===== src/rtl/mdio_pkg.sv =====
package mdio_pkg;
    // Frame geometry, bit index 0 is the first bit on the wire
    localparam int FRAME_BITS = 64;
    localparam int PRE_BITS   = 32;
    localparam int TA_FIRST   = 46;
    localparam int TA_SECOND  = 47;
    localparam int DATA_FIRST = 48;
    localparam int PHY_AW     = 5;
    localparam int REG_AW     = 5;
    localparam int DATA_W     = 16;
    localparam int IDX_W      = $clog2(FRAME_BITS);

    // Command word field positions
    localparam int CMD_GO  = 31;
    localparam int CMD_WR  = 30;
    localparam int CMD_ACK = 29;
    localparam int CMD_REG = 21;
    localparam int CMD_PHY = 16;

    // Control word field positions
    localparam int CTL_IDLE = 31;
    localparam int CTL_EN   = 30;
    localparam int CTL_FLT  = 19;
    localparam int CTL_FEN  = 18;

    localparam logic [1:0] SOF_CODE = 2'b01;
    localparam logic [1:0] OP_WRITE = 2'b01;
    localparam logic [1:0] OP_READ  = 2'b10;
    localparam logic [1:0] TA_WRITE = 2'b10;

    typedef struct packed {
        logic                  busy;
        logic                  rd;
        logic [IDX_W-1:0]      idx;
        logic [FRAME_BITS-1:0] sh;
        logic [DATA_W-1:0]     rdat;
        logic                  ack;
    } seq_state_t;
endpackage


===== src/rtl/mdio_mdc_gen.sv =====
module mdio_mdc_gen #(
    parameter int DIV_W = 16
) (
    input  logic             clk,
    input  logic             rst_n,
    input  logic             en,
    input  logic [DIV_W-1:0] div,
    output logic             mdc,
    output logic             rise_ev,
    output logic             fall_ev
);
    localparam int PER_W = DIV_W + 1;

    typedef struct packed {
        logic [DIV_W-1:0] cnt;
        logic             mdc;
    } gen_state_t;

    gen_state_t s_d, s_q;

    logic [DIV_W-1:0] div_eff;
    logic [PER_W-1:0] per;
    logic [PER_W-1:0] low_len;

    // A divider of zero cannot give a full MDC cycle, so it runs as one
    assign div_eff = (div == '0) ? DIV_W'(1) : div;
    assign per     = {1'b0, div_eff} + PER_W'(1);
    assign low_len = per - (per >> 1);

    // Events announce the edge at which MDC will change
    assign rise_ev = en && ({1'b0, s_q.cnt} == low_len - PER_W'(1));
    assign fall_ev = en && (s_q.cnt == div_eff);
    assign mdc     = s_q.mdc;

    always_comb begin
        s_d = s_q;
        if (!en) begin
            s_d.cnt = '0;
            s_d.mdc = 1'b0;
        end else begin
            s_d.cnt = (s_q.cnt == div_eff) ? '0 : s_q.cnt + DIV_W'(1);
            s_d.mdc = ({1'b0, s_d.cnt} >= low_len);
        end
    end

    always_ff @(posedge clk or negedge rst_n) begin
        if (!rst_n) begin
            s_q <= '0;
        end else begin
            s_q <= s_d;
        end
    end
endmodule


===== src/rtl/mdio_frame_seq.sv =====
module mdio_frame_seq
    import mdio_pkg::*;
(
    input  logic                    clk,
    input  logic                    rst_n,
    input  logic                    start,
    input  logic                    is_wr,
    input  logic [PHY_AW-1:0]       phy,
    input  logic [REG_AW-1:0]       regad,
    input  logic [DATA_W-1:0]       wdata,
    input  logic                    rise_ev,
    input  logic                    fall_ev,
    input  logic                    mdio_i,
    output logic                    busy,
    output logic                    is_rd,
    output logic [IDX_W-1:0]        idx,
    output logic                    mdio_o,
    output logic                    mdio_oe,
    output logic                    done,
    output logic [DATA_W-1:0]       rd_data,
    output logic                    rd_ack
);
    seq_state_t s_d, s_q;
    logic [FRAME_BITS-1:0] frame;

    assign frame = {{PRE_BITS{1'b1}}, SOF_CODE,
                    is_wr ? OP_WRITE : OP_READ,
                    phy, regad, TA_WRITE,
                    is_wr ? wdata : {DATA_W{1'b0}}};

    assign busy    = s_q.busy;
    assign is_rd   = s_q.rd;
    assign idx     = s_q.idx;
    assign mdio_o  = s_q.sh[FRAME_BITS-1];
    assign mdio_oe = s_q.busy && !(s_q.rd && (int'(s_q.idx) >= TA_FIRST));
    assign done    = s_q.busy && fall_ev && (int'(s_q.idx) == FRAME_BITS - 1);
    assign rd_data = s_q.rdat;
    assign rd_ack  = s_q.ack;

    always_comb begin
        s_d = s_q;
        if (start) begin
            s_d.busy = 1'b1;
            s_d.rd   = !is_wr;
            s_d.idx  = '0;
            s_d.sh   = frame;
            s_d.ack  = 1'b0;
        end else if (s_q.busy) begin
            if (rise_ev && s_q.rd) begin
                if (int'(s_q.idx) == TA_SECOND) begin
                    s_d.ack = !mdio_i;
                end
                if (int'(s_q.idx) >= DATA_FIRST) begin
                    s_d.rdat = {s_q.rdat[DATA_W-2:0], mdio_i};
                end
            end
            if (fall_ev) begin
                s_d.sh = {s_q.sh[FRAME_BITS-2:0], 1'b0};
                if (int'(s_q.idx) == FRAME_BITS - 1) begin
                    s_d.busy = 1'b0;
                    s_d.idx  = '0;
                end else begin
                    s_d.idx = s_q.idx + IDX_W'(1);
                end
            end
        end
    end

    always_ff @(posedge clk or negedge rst_n) begin
        if (!rst_n) begin
            s_q <= '0;
        end else begin
            s_q <= s_d;
        end
    end
endmodule


===== src/rtl/mdio_master.sv =====
module mdio_master
    import mdio_pkg::*;
#(
    parameter int                ADDR_W   = 4,
    parameter int                DIV_W    = 16,
    parameter logic [DIV_W-1:0]  DIV_RST  = DIV_W'(8'hFF),
    parameter logic [ADDR_W-1:0] CTRL_OFS = ADDR_W'(0),
    parameter logic [ADDR_W-1:0] CMD_OFS  = ADDR_W'(4)
) (
    input  logic              clk,
    input  logic              rst_n,
    input  logic [ADDR_W-1:0] bus_addr,
    input  logic              bus_we,
    input  logic [31:0]       bus_wdata,
    output logic [31:0]       bus_rdata,
    output logic              mdc,
    output logic              mdio_o,
    output logic              mdio_oe,
    input  logic              mdio_i
);
    typedef struct packed {
        logic              en;
        logic              fault;
        logic              fault_en;
        logic [DIV_W-1:0]  div;
        logic              go;
        logic              wr;
        logic              ack;
        logic [REG_AW-1:0] rega;
        logic [PHY_AW-1:0] phy;
        logic [DATA_W-1:0] data;
    } regs_t;

    regs_t r_d, r_q;

    logic              eng_busy;
    logic              eng_is_rd;
    logic [IDX_W-1:0]  eng_idx;
    logic              eng_done;
    logic [DATA_W-1:0] eng_rdata;
    logic              eng_ack;
    logic              eng_start;
    logic              rise_ev;
    logic              fall_ev;
    logic              ctrl_we;
    logic              cmd_we;
    logic [15:0]       div16;
    logic              unused_wbits;

    // Plain views of register state for the bound checker
    logic              go_w;
    logic              wr_w;
    logic [REG_AW-1:0] rega_w;
    logic [PHY_AW-1:0] phy_w;
    logic [DIV_W-1:0]  div_w;

    assign go_w   = r_q.go;
    assign wr_w   = r_q.wr;
    assign rega_w = r_q.rega;
    assign phy_w  = r_q.phy;
    assign div_w  = r_q.div;

    assign ctrl_we      = bus_we && (bus_addr == CTRL_OFS);
    assign cmd_we       = bus_we && (bus_addr == CMD_OFS);
    assign eng_start    = r_q.go && r_q.en && !eng_busy;
    assign div16        = 16'(r_q.div);
    assign unused_wbits = ^bus_wdata[29:26];

    always_comb begin
        r_d = r_q;
        if (ctrl_we) begin
            r_d.en       = bus_wdata[CTL_EN];
            r_d.fault_en = bus_wdata[CTL_FEN];
            r_d.div      = bus_wdata[DIV_W-1:0];
            if (bus_wdata[CTL_FLT]) begin
                r_d.fault = 1'b0;
            end
        end
        if (cmd_we && !r_q.go) begin
            r_d.go   = bus_wdata[CMD_GO];
            r_d.wr   = bus_wdata[CMD_WR];
            r_d.rega = bus_wdata[CMD_REG +: REG_AW];
            r_d.phy  = bus_wdata[CMD_PHY +: PHY_AW];
            r_d.data = bus_wdata[DATA_W-1:0];
            r_d.ack  = 1'b0;
        end
        if (eng_done) begin
            r_d.go = 1'b0;
            if (r_q.wr) begin
                r_d.ack = 1'b0;
            end else begin
                r_d.data = eng_rdata;
                r_d.ack  = eng_ack;
                if (!eng_ack && r_q.fault_en) begin
                    r_d.fault = 1'b1;
                end
            end
        end
    end

    always_ff @(posedge clk or negedge rst_n) begin
        if (!rst_n) begin
            r_q     <= '0;
            r_q.div <= DIV_RST;
        end else begin
            r_q <= r_d;
        end
    end

    always_comb begin
        if (bus_addr == CTRL_OFS) begin
            bus_rdata = {!eng_busy, r_q.en, 10'b0, r_q.fault, r_q.fault_en, 2'b0, div16};
        end else if (bus_addr == CMD_OFS) begin
            bus_rdata = {r_q.go, r_q.wr, r_q.ack, 3'b0, r_q.rega, r_q.phy, r_q.data};
        end else begin
            bus_rdata = '0;
        end
    end

    mdio_mdc_gen #(
        .DIV_W (DIV_W)
    ) u_mdc (
        .clk     (clk),
        .rst_n   (rst_n),
        .en      (eng_busy),
        .div     (r_q.div),
        .mdc     (mdc),
        .rise_ev (rise_ev),
        .fall_ev (fall_ev)
    );

    mdio_frame_seq u_seq (
        .clk     (clk),
        .rst_n   (rst_n),
        .start   (eng_start),
        .is_wr   (r_q.wr),
        .phy     (r_q.phy),
        .regad   (r_q.rega),
        .wdata   (r_q.data),
        .rise_ev (rise_ev),
        .fall_ev (fall_ev),
        .mdio_i  (mdio_i),
        .busy    (eng_busy),
        .is_rd   (eng_is_rd),
        .idx     (eng_idx),
        .mdio_o  (mdio_o),
        .mdio_oe (mdio_oe),
        .done    (eng_done),
        .rd_data (eng_rdata),
        .rd_ack  (eng_ack)
    );
endmodule


===== config.mk =====
export PLATFORM = sky130hd
export DESIGN_NAME = mdio_master
export DESIGN_NICKNAME = d
export VERILOG_FILES = /design/src/rtl/mdio_pkg.sv /design/src/rtl/mdio_mdc_gen.sv /design/src/rtl/mdio_frame_seq.sv /design/src/rtl/mdio_master.sv
export SDC_FILE = /design/constraint.sdc
export NUM_CORES = 1
export LEC_CHECK = 0
export CORE_ASPECT_RATIO = 0.7
export CORE_MARGIN = 5
export CORE_UTILIZATION = 51
export CTS_CLUSTER_SIZE = 10
export DETAILED_ROUTE_END_ITERATION = 12
export PLACE_DENSITY = 0.74
export SYNTH_ARGS = -nofsm -noshare
export SYNTH_HDL_FRONTEND = slang
export SYNTH_SLANG_ARGS = --single-unit

===== constraint.sdc =====
create_clock -name clk -period 5.4 [get_ports clk]
set_input_delay 0.81 -clock clk [delete_from_list [all_inputs] [get_ports clk]]
set_output_delay 0.81 -clock clk [all_outputs]
set_load 0.05 [all_outputs]

# --- Yosys cells after proc, flatten, opt, wreduce, memory -nomap -nowiden ---
# Index checks and enable logic that the tools add are counted.
totals:
  regBits: 154
op_classes:
  n_addsub: 5
  order_cmp: 3
  n_eq_ne: 5
  muxes: 30
  bitwise: 1
  n_reduce_logical: 29
ops:
  columns: ["op", "n"]
  rows:
  - ["$mux 70", 2]
  - ["$mux 16", 6]
  - ["$mux 87", 1]
  - ["$mux 32", 2]
  - ["$mux 17", 2]
  - ["$mux 29", 1]
  - ["$mux 18", 1]
  - ["$add 16x1->17 const B", 1]
  - ["$eq 16x17->1", 1]
  - ["$ge 16x17->1", 1]
  - ["$sub 17x1->17 const B", 1]
  - ["$sub 17x16->17", 1]
  - ["$add 16x1->16 const B", 1]
  - ["$eq 16x16->1", 1]
  - ["$logic_not 16->1", 1]
  - ["$logic_and 1x1->1", 13]
  - ["$mux 1", 13]
  - ["$ge 6x6->1 const B", 2]
  - ["$reduce_bool 2->1", 5]
  - ["$add 6x1->6 const B", 1]
  - ["$eq 6x1->1 const B", 1]
  - ["$eq 6x6->1 const B", 1]
  - ["$logic_not 1->1", 6]
  - ["$mux 6", 1]
  - ["other kinds (7)", 7]

# --- Logic depth before layout (Yosys ltp) ---
# Gate-level depths: netlist (run 1).
depth:
  ltp_word: 11
  ltp_mapped: 21
  mapped_depth_nobuf: 20

# --- By module ---
# A second synthesis (run 1) with hierarchy kept.
hier_totals:
  cells_unflattened: 1007
  hier_area_um2: 9567.9
modules_own_cells:
  columns: ["module", "n_inst", "cells_per_inst", "area_per_inst_um2", "seq_area_each_um2"]
  rows:
  - ["mdio_frame_seq", 1, 385, 4025.1, 2227.1]
  - ["mdio_mdc_gen", 1, 411, 3175.5, 425.4]
  - ["mdio_master", 1, 211, 2367.3, 1211.2]

# --- Least setup slack after synthesis (run 1) ---
# No wires, ideal clock.
synth_path:
  path_kind: "register to register"
  from: "register div16[1] (netlist name)"
  to: "register u_seq.s_q (netlist bit u_seq.rd_data[11])"
  setup_ns: 0.125
  arrival_time_ns: 5.794
  slack_ns: -0.518
  stages_incl_launch_ff: 21
  path_buffers: 3
  synth_period_minus_slack_ns: 5.918
  cell_sequence: "dfstp_2 -> clkbuf_1 -> and4_1 -> nand4_1 -> or2_2 -> nor2_1 -> nand4_1 -> xnor2_1 -> inv_1 -> ha_1 -> clkbuf_1 -> and3_1 -> a221o_1 -> a211oi_1 -> xor2_1 -> or4bb_1 -> o311a_1 -> or4_4 -> a2111oi_4 -> buf_6 -> mux2_2"
synth_via:
  elab_chain_len: 9
synth_rtl:
  columns: ["item", "line_no", "rtl"]
  rows:
  - ["$logic_not 16->1", "mdio_mdc_gen.sv:26", "assign div_eff = (div == '0) ? DIV_W'(1) : div;"]
  - ["$mux 16 *", "mdio_mdc_gen.sv:26", null]
  - ["$add 16x1->17 *", "mdio_mdc_gen.sv:27", "assign per = {1'b0, div_eff} + PER_W'(1);"]
  - ["$sub 17x16->17 *", "mdio_mdc_gen.sv:28", "assign low_len = per - (per >> 1);"]
  - ["$sub 17x1->17 *", "mdio_mdc_gen.sv:31", "assign rise_ev = en && ({1'b0, s_q.cnt} == low_len - PER_W'(1));"]
  - ["$eq 16x17->1 *", "mdio_mdc_gen.sv:31", null]
  - ["$logic_and 1x1->1 *", "mdio_mdc_gen.sv:31", null]
  - ["$logic_and 1x1->1 *", "mdio_frame_seq.sv:49", "if (rise_ev && s_q.rd) begin"]
  - ["$reduce_and 4->1 (no line) *", null, null]
  - ["end signal, assigned", "mdio_frame_seq.sv:71", "s_q <= '0;"]
  - ["end signal, assigned", "mdio_frame_seq.sv:73", "s_q <= s_d;"]
  - ["end, declared", "mdio_frame_seq.sv:23", "seq_state_t s_d, s_q;"]
# Mark *: on every way between the ends. The rest lies on a longest branch, timed or not.
# A chain may end at the register's enable or synchronous reset.

# --- Final worst setup path (run 1) ---
layout_path:
  from: "register div16[9] (netlist name)"
  to: "register u_seq.s_q (netlist bit u_seq.rd_data[0])"
layout_via:
  elab_chain_len: 9
layout_rtl:
  columns: ["item", "line_no"]
  rows:
  - ["$logic_not 16->1", "mdio_mdc_gen.sv:26"]
  - ["$mux 16 *", "mdio_mdc_gen.sv:26"]
  - ["$add 16x1->17 *", "mdio_mdc_gen.sv:27"]
  - ["$sub 17x16->17 *", "mdio_mdc_gen.sv:28"]
  - ["$sub 17x1->17 *", "mdio_mdc_gen.sv:31"]
  - ["$eq 16x17->1 *", "mdio_mdc_gen.sv:31"]
  - ["$logic_and 1x1->1 *", "mdio_mdc_gen.sv:31"]
  - ["$logic_and 1x1->1 *", "mdio_frame_seq.sv:49"]
  - ["$reduce_and 4->1 (no line) *", null]
# Marked as above.

==> results of run 1 <==
## kinds of logic (layout without fill, tap and decap cells)
kind of cell	Yosys count	count (layout)	share of synthesized area
other cells	1	3	0.000416
fa+ha+maj	36	36	0.0508
mux	68	68	0.0820
simple gates	335	335	0.173
buf+inv	101	184	0.0441
xor+xnor	67	67	0.0667
compound gates	203	203	0.155
flops	154	154	0.429
## final cells by class
cell class,instances,area [um2],share of cell area
multi-input cells,712,5120,0.462
flip-flops and latches,154,3860,0.349
repair buffers,114,1060,0.0955
clock buffers,17,425,0.0384
well taps,231,289,0.0261
clock inverters,15,186,0.0168
inverters,38,143,0.0129
## worst max-delay path: stages (launching register included)
cell       delay, ns
dfrtp_1         0.39
nor4_2          0.30
buf_4           0.16
a41o_1          0.26
ha_4            0.24
fa_1            0.44
xor2_1          0.31
and3_1          0.27
inv_1           0.11
a2111oi_4       0.31
buf_4           0.19
xnor2_1         0.06
or3_1           0.30
a311o_1         0.37
or4_4           0.53
a2111oi_4       0.33
buf_4           0.22
buf_12          0.16
mux2_4          0.30
## worst max-delay path by stage
stage                    startpoint  slack (ns)                             to
2_1_floorplan  div16[3]$_DFFE_PN1P_        0.01  u_seq.rd_data[11]$_DFFE_PN0P_
3_3_place_gp   div16[8]$_DFFE_PN0P_        0.11       u_seq.rd_ack$_DFFE_PN0P_
3_5_place_dp   div16[8]$_DFFE_PN0P_       -0.05  u_seq.rd_data[11]$_DFFE_PN0P_
4_1_cts        div16[9]$_DFFE_PN0P_        0.04   u_seq.rd_data[7]$_DFFE_PN0P_
5_1_grt        div16[0]$_DFFE_PN1P_       -0.17   u_seq.rd_data[1]$_DFFE_PN0P_
6_report       div16[9]$_DFFE_PN0P_       0.005   u_seq.rd_data[0]$_DFFE_PN0P_
## timing repair
action | CTS | global route
setup buffers | 0 | 9
gates cloned | 0 | 1
pin swaps | 0 | 27
resized for setup | 1 | 63
endpoints found under the setup margin | 17 | 17
hold buffers | 0 | 0
## registers in the layout, indices dropped and copies added, names as in the netlist
name and cells:
u_seq.rd_data 16, wr_w 1, u_seq.mdio_o 1, u_mdc.mdc 1, u_seq.s_q 63, u_seq.busy 1
rega_w 5, go_w 1, div16 16, u_seq.idx 6, u_mdc.s_q 16, r_q 20
u_seq.is_rd 1, u_seq.rd_ack 1, phy_w 5
## through the flow
stage | util | std cells | setup WS, ns | area, um2
3_5_place_dp | 0.584 | 1240 | -0.0473 | 10100
2_1_floorplan | - | 967 | 0.0112 | 9050
4_1_cts | 0.619 | 1272 | 0.0437 | 10700
6_report | 0.642 | 1281 | 0.00456 | 11100
3_3_place_gp | 0.584 | 1240 | 0.113 | 10100
5_1_grt | 0.642 | 1281 | -0.171 | 11100
## report_power, final
| group | total (uW) | switching (uW) | internal, uW | leakage, uW |
|---|---|---|---|---|
| clock | 1220 | 592 | 631 | 0.000297 |
| sequential | 1700 | 242 | 1450 | 0.00191 |
| combinational | 2290 | 1260 | 1030 | 0.00258 |
| total | 5200 | 2090 | 3110 | 0.00479 |
## cell usage in the layout (no fill, tap or decap), types with 5 or more instances in the layout
cell	instances
mux2i_1	20
nor2_1	71
o21a_1	10
nand4_1	15
clkdlybuf4s50_1	66
or2_2	5
nand2_1	126
buf_4	44
a22oi_1	25
o21ai_0	89
xor2_1	28
dfrtp_1	146
nor3_1	24
xnor2_1	32
a21oi_1	14
mux2_2	31
inv_1	34
clkinv_8	5
mux2_4	16
nand3_1	26
dfstp_2	8
ha_1	28
and2_1	14
a22o_1	17
and3_1	8
clkbuf_16	18
## routing by layer
metal / wire, um / part of all wire / vias to the layer above
li1: - / - / 3535
met1: 11300 / 0.48 / 3627
met2: 10400 / 0.44 / 246
met3: 1530 / 0.065 / 23
met4: 270 / 0.011 / 0
met5: 0 / 0 / -
==> summary.txt, run 1 <==
Detailed Route WL = 23500 um
EDFF count, synth = 0
largest net degree at the start of global routing = 84
Critical Path Source Type = flip-flop
clock latency on the worst-skew pair = 0.44 ns
Ports = 75
WS Path Type = flip-flop to flip-flop
DP Wirelength = 15500 um
Final Hold Violating Endpoints = 0
RR Endpoint = u_seq.rd_data[0]$_DFFE_PN0P_
total power = 5200 uW
period utilization = 0.999
RSZ-0062 raised after global routing = true
port buffer count = 67
relative slew slack = 0.282
clk sinks = 154
Initial Utilization = 0.522
initial antenna violation count = 0
Commonest cells post-synth = dfrtp_1, nand2_1, o21ai_0
gr busiest metal = met1
CTS Buf Count = 17
# rows = 40
Antenna Nets Post-Route = 0
GP Congestion = 0.889
register area share after synthesis = 0.429
Yosys cell types = 68
fraction of registers with async set/reset = 1.00
Final min period = 5.40 ns
Pwr Density = 470 nW/um2
Arrival @ worst endpoint = 5.69 ns
Yosys reg bits = 154
Fill cells = 1411
Yosys top cell area share = 0.405
grt ovf = 0
Avg Cell Area, Syn = 9.34 um2
Clock Skew = 0.0278 ns
via-per-instance ratio = 5.80
post-synth top area cell = dfrtp_1
vias = 7431
Setup TNS = 0 ns
first-pass GRT wire length = 36900 um
ant diodes = 0
Slew @ Worst Pin = 1.07 ns
synth warn = 0
routing usage on met3 = 0.0466
fin nets = 1113
First-pass DRT Iterations = 5
GR met2 Demand/Resource = 0.336
CTS max path bufs = 2
CTS tree = done
r2r setup slk = 0.005 ns
HP Class = primary input to asynchronous set/reset pin
status = finished clean
Mapped Area = 9020 um2
fraction of layout cells with a size suffix above 1 = 0.185
core box area = 17300 um2
CP max FO = 8
Slew Viols, Final = 0
maxcap violations = 0
worst IR drop on VDD = 0.239 mV
CTS root buffer = clkbuf_16
WHS = 0.384 ns
Die Area = 20500 um2
synth top area cells = dfrtp_1, nand2_1, o21ai_0, mux2_2, ha_1
Worst Reg-to-Reg Cells = 18
Post-Synthesis Cells = 965
Total GRT Usage = 0.224
Max Freq = 185 MHz
H-tree Lvls = 4
met1 Use GR = 0.337
Pleak = 0.00479 uW
die width = 169 um
P&R area growth vs syn = 23.0%
vias in the first global route = 6953
Clock transition at path regs = 0.07 ns
WL/cell = 18.3 um
CP required = 5.70 ns
final setup vio count = 0
worst r2r src = div16[9]$_DFFE_PN0P_
Top FF cell, synth = dfrtp_1
die outline height = 121 um
most numerous cell in the Yosys netlist = dfrtp_1
1st-iter DRT viols = 769
Critical Path Sink Type = flip-flop
Residual DRC = 0
(Power assumes the default switching activity.)
==> run 2, diff against run 1 <==
--- a/config.mk
+++ b/config.mk
@@ -5,6 +5,7 @@
 export SDC_FILE = /design/constraint.sdc
 export NUM_CORES = 1
 export LEC_CHECK = 0
+export ABC_AREA = 1
 export CORE_ASPECT_RATIO = 0.7
 export CORE_MARGIN = 5
 export CORE_UTILIZATION = 51
==> summary.txt, run 2 <==
WS Path Type = flip-flop to flip-flop
Slew @ Worst Pin = 1.17 ns (+0.0922 ns)
Critical Path Source Type = flip-flop
H-tree Lvls = 4 (unchanged)
grt ovf = 0 (unchanged)
CP required = 5.77 ns (+0.07 ns)
pre-CTS WS = 0.326 ns (+0.374 ns)
Clock transition at path regs = 0.07 ns (about the same)
largest net degree at the start of global routing = 61 (-27%)
Clock Skew = 0.0137 ns (-0.0141 ns)
Yosys reg bits = 154 (unchanged)
Antenna Nets Post-Route = 0 (unchanged)
Max Freq = 204 MHz (+10%)
vias in the first global route = 8150 (+17%)
Clock power frac = 0.225 (-0.010)
Final min period = 4.91 ns (-0.490 ns)
Detailed Route WL = 26300 um (+12%)
Area after DPL = 10600 um2 (+5.5%)
EDFF count, synth = 0 (unchanged)
clk sinks = 154 (unchanged)
design area = 11300 um2 (+1.5%)
Residual DRC = 0 (unchanged)
synth warn = 0 (unchanged)
setup slack after layout = 0.495 ns (+0.490 ns)
fraction of layout cells with a size suffix above 1 = 0.0795 (-0.105)
most common cell after layout, fill and taps aside = nand2_1
1st-iter DRT viols = 866 (+13%)
period utilization = 0.908 (-0.0907)
relative slew slack = 0.222 (-0.0606)
status = finished clean
# rows = 42 (+5.0%)
Total GRT Usage = 0.237 (+0.0131)
Die Area = 22000 um2 (+7.6%)
P&R area growth vs syn = 15.3%
Post-Synthesis Cells = 1364 (+41%)
core box area = 18900 um2 (+9.3%)
GP Congestion = 0.951 (+7.0%)
fraction of registers with async set/reset = 1.00 (unchanged)
HP Class = primary input to asynchronous set/reset pin
Fill cells = 1690 (+20%)
proportion of power drawn by flip-flops and latches = 0.307 (-0.019)
Critical path origin = div16[1]$_DFFE_PN1P_
max FFs per register = 63 (unchanged)
initial antenna violation count = 0 (unchanged)
synth top area cells = dfrtp_1, nand2_1, inv_1, nor2_1, ha_1
Yosys top cell area share = 0.374 (-0.0308)
clock latency on the worst-skew pair = 0.43 ns (about the same)
post-synth top area cell = dfrtp_1
CP max FO = 7 (-1)
total power = 5200 uW (about the same)
CTS max path bufs = 2 (unchanged)
fin nets = 1497 (+35%)
worst r2r src = div16[1]$_DFFE_PN1P_
largest registers = u_seq.s_q x63, r_q x20
most numerous cell in the Yosys netlist = nand2_1
P_int = 2860 uW (-8.3%)
worst IR drop on VDD = 0.182 mV (-24%)
final setup vio count = 0 (unchanged)
Psw = 2350 uW (+12%)
die width = 175 um (+3.8%)
Initial Utilization = 0.517 (-0.00493)
ant diodes = 0 (unchanged)
port buffer count = 67 (unchanged)
register area share after synthesis = 0.396 (-0.0326)
CTS Buf Count = 17 (unchanged)
via-per-instance ratio = 5.48 (-5.6%)
most frequent cells in the layout = nand2_1, inv_1, dfrtp_1, nor2_1, nand3_1
Ports = 75 (unchanged)
Combinational Power Share = 0.468 (+0.029)
Avg Cell Area, Syn = 7.15 um2 (-23%)
sw frac = 0.451 (+0.0491)
First-pass DRT Iterations = 5 (unchanged)
largest reg by FF count = u_seq.s_q
Final Hold Violating Endpoints = 0 (unchanged)
WL/cell = 15.7 um (-15%)
CTS tree = done
Pwr Density = 462 nW/um2 (-1.6%)
Hold-fix buffers, CTS = 0 (unchanged)
Mapped Area = 9760 um2 (+8.2%)
CTS root buffer = clkbuf_16
DP Wirelength = 19700 um (+27%)
die outline height = 126 um (+3.7%)
Commonest cells post-synth = nand2_1, inv_1, dfrtp_1
Arrival @ worst endpoint = 5.28 ns (-0.41 ns)
Slew Viols, Final = 0 (unchanged)
Setup TNS = 0 ns (unchanged)
first-pass GRT wire length = 42400 um (+15%)
maxcap violations = 0 (unchanged)
Yosys cell types = 51 (-25%)
vias = 9182 (+24%)
Top FF cell, synth = dfrtp_1
Critical Path Sink Type = flip-flop
Pleak = 0.00575 uW (+20%)
-- run 2: metal layers --
metal,up-vias,track usage,routed length [um]
met5,-,0,0
met4,0,0.0591,417
met3,32,0.0491,2220
met2,384,0.320,10700
met1,4277,0.383,13000
li1,4489,-,-
-- run 2: cell type report --
class / instances / area [um2] / share of cell area
multi-input combinational: 926 / 4830 / 0.429
tap: 242 / 303 / 0.0269
clock buffer: 17 / 425 / 0.0378
sequential: 154 / 3860 / 0.343
timing repair buffer: 81 / 777 / 0.0690
inverter: 241 / 905 / 0.0804
clock inverter: 15 / 153 / 0.0136
-- run 2: worst paths after layout --
| check | endpoint | depth (start not counted) | slack, ns |
|---|---|---|---|
| setup / recovery | u_mdc.mdc$_DFF_PN0_ | 27 | 0.49 |
| hold / removal | u_mdc.mdc$_DFF_PN0_ | 1 | 0.32 |
| setup reg to reg | u_mdc.mdc$_DFF_PN0_ | 27 | 0.49 |
| hold reg to reg | u_seq.s_q[42]$_DFFE_PN0P_ | 2 | 0.48 |
| max in group asynchronous | r_q[10]$_DFF_PN0_ | 2 | 3.90 |
| min in group clk | u_seq.s_q[42]$_DFFE_PN0P_ | 2 | 0.48 |
-- run 2: kinds of logic after synthesis --
group	after synthesis	synth area share
simple gates	654	0.293
buf+inv	286	0.114
compound gates	204	0.123
flops	154	0.396
fa+ha+maj	36	0.0469
xor+xnor	26	0.0233
mux	3	0.00346
other cells	1	0.000384
-- run 2: worst max-delay path, stage by stage (launching register included) --
cell,delay [ns]
dfstp_2,0.62
nand3_1,0.15
nor2_2,0.17
nand2_1,0.11
nor2_2,0.19
nand2_1,0.15
nor2_2,0.15
nand3_1,0.14
nor2_1,0.16
inv_1,0.08
nor2_1,0.17
a21oi_1,0.08
or2_2,0.29
ha_1,0.34
inv_1,0.14
nor3_1,0.08
inv_1,0.05
nor2_1,0.04
nor3b_1,0.25
nand2_1,0.09
nand2_1,0.07
nand2_1,0.13
ha_1,0.36
nand2_1,0.06
nor4_1,0.23
a31oi_1,0.13
a211oi_2,0.26
buf_4,0.15
-- run 2: power groups by stage --
stage	sequential, uW	combinational (uW)	clock (uW)
floorplan	1570	1800	0
global placement	1600	2310	0
detailed placement	1610	2370	0
CTS	1590	2390	1180
global route	1620	2760	1240
finish	1590	2440	1170
-- run 2: timing repair --
item,CTS,global route
resized for setup,0,8
setup endpoints to repair,0,17
setup buffers,0,2
-- run 2: metrics by stage --
| stage | hold slack (ns) | util | std cells |
|---|---|---|---|
| 3_5_place_dp | 0.453 | 0.564 | 1642 |
| 3_3_place_gp | 0.450 | 0.564 | 1642 |
| 4_1_cts | 0.341 | 0.594 | 1674 |
| 2_1_floorplan | 0.442 | - | 1366 |
| 6_report | 0.317 | 0.597 | 1676 |
| 5_1_grt | 0.356 | 0.597 | 1676 |
==> run 3, diff against run 2 <==
--- a/config.mk
+++ b/config.mk
@@ -12,6 +12,7 @@
 export CTS_CLUSTER_SIZE = 10
 export DETAILED_ROUTE_END_ITERATION = 12
 export PLACE_DENSITY = 0.74
+export SLEW_MARGIN = 15
 export SYNTH_ARGS = -nofsm -noshare
 export SYNTH_HDL_FRONTEND = slang
 export SYNTH_SLANG_ARGS = --single-unit
==> results of run 3 <==
No change in the layout: final DEF, timing and power equal those of run 2.
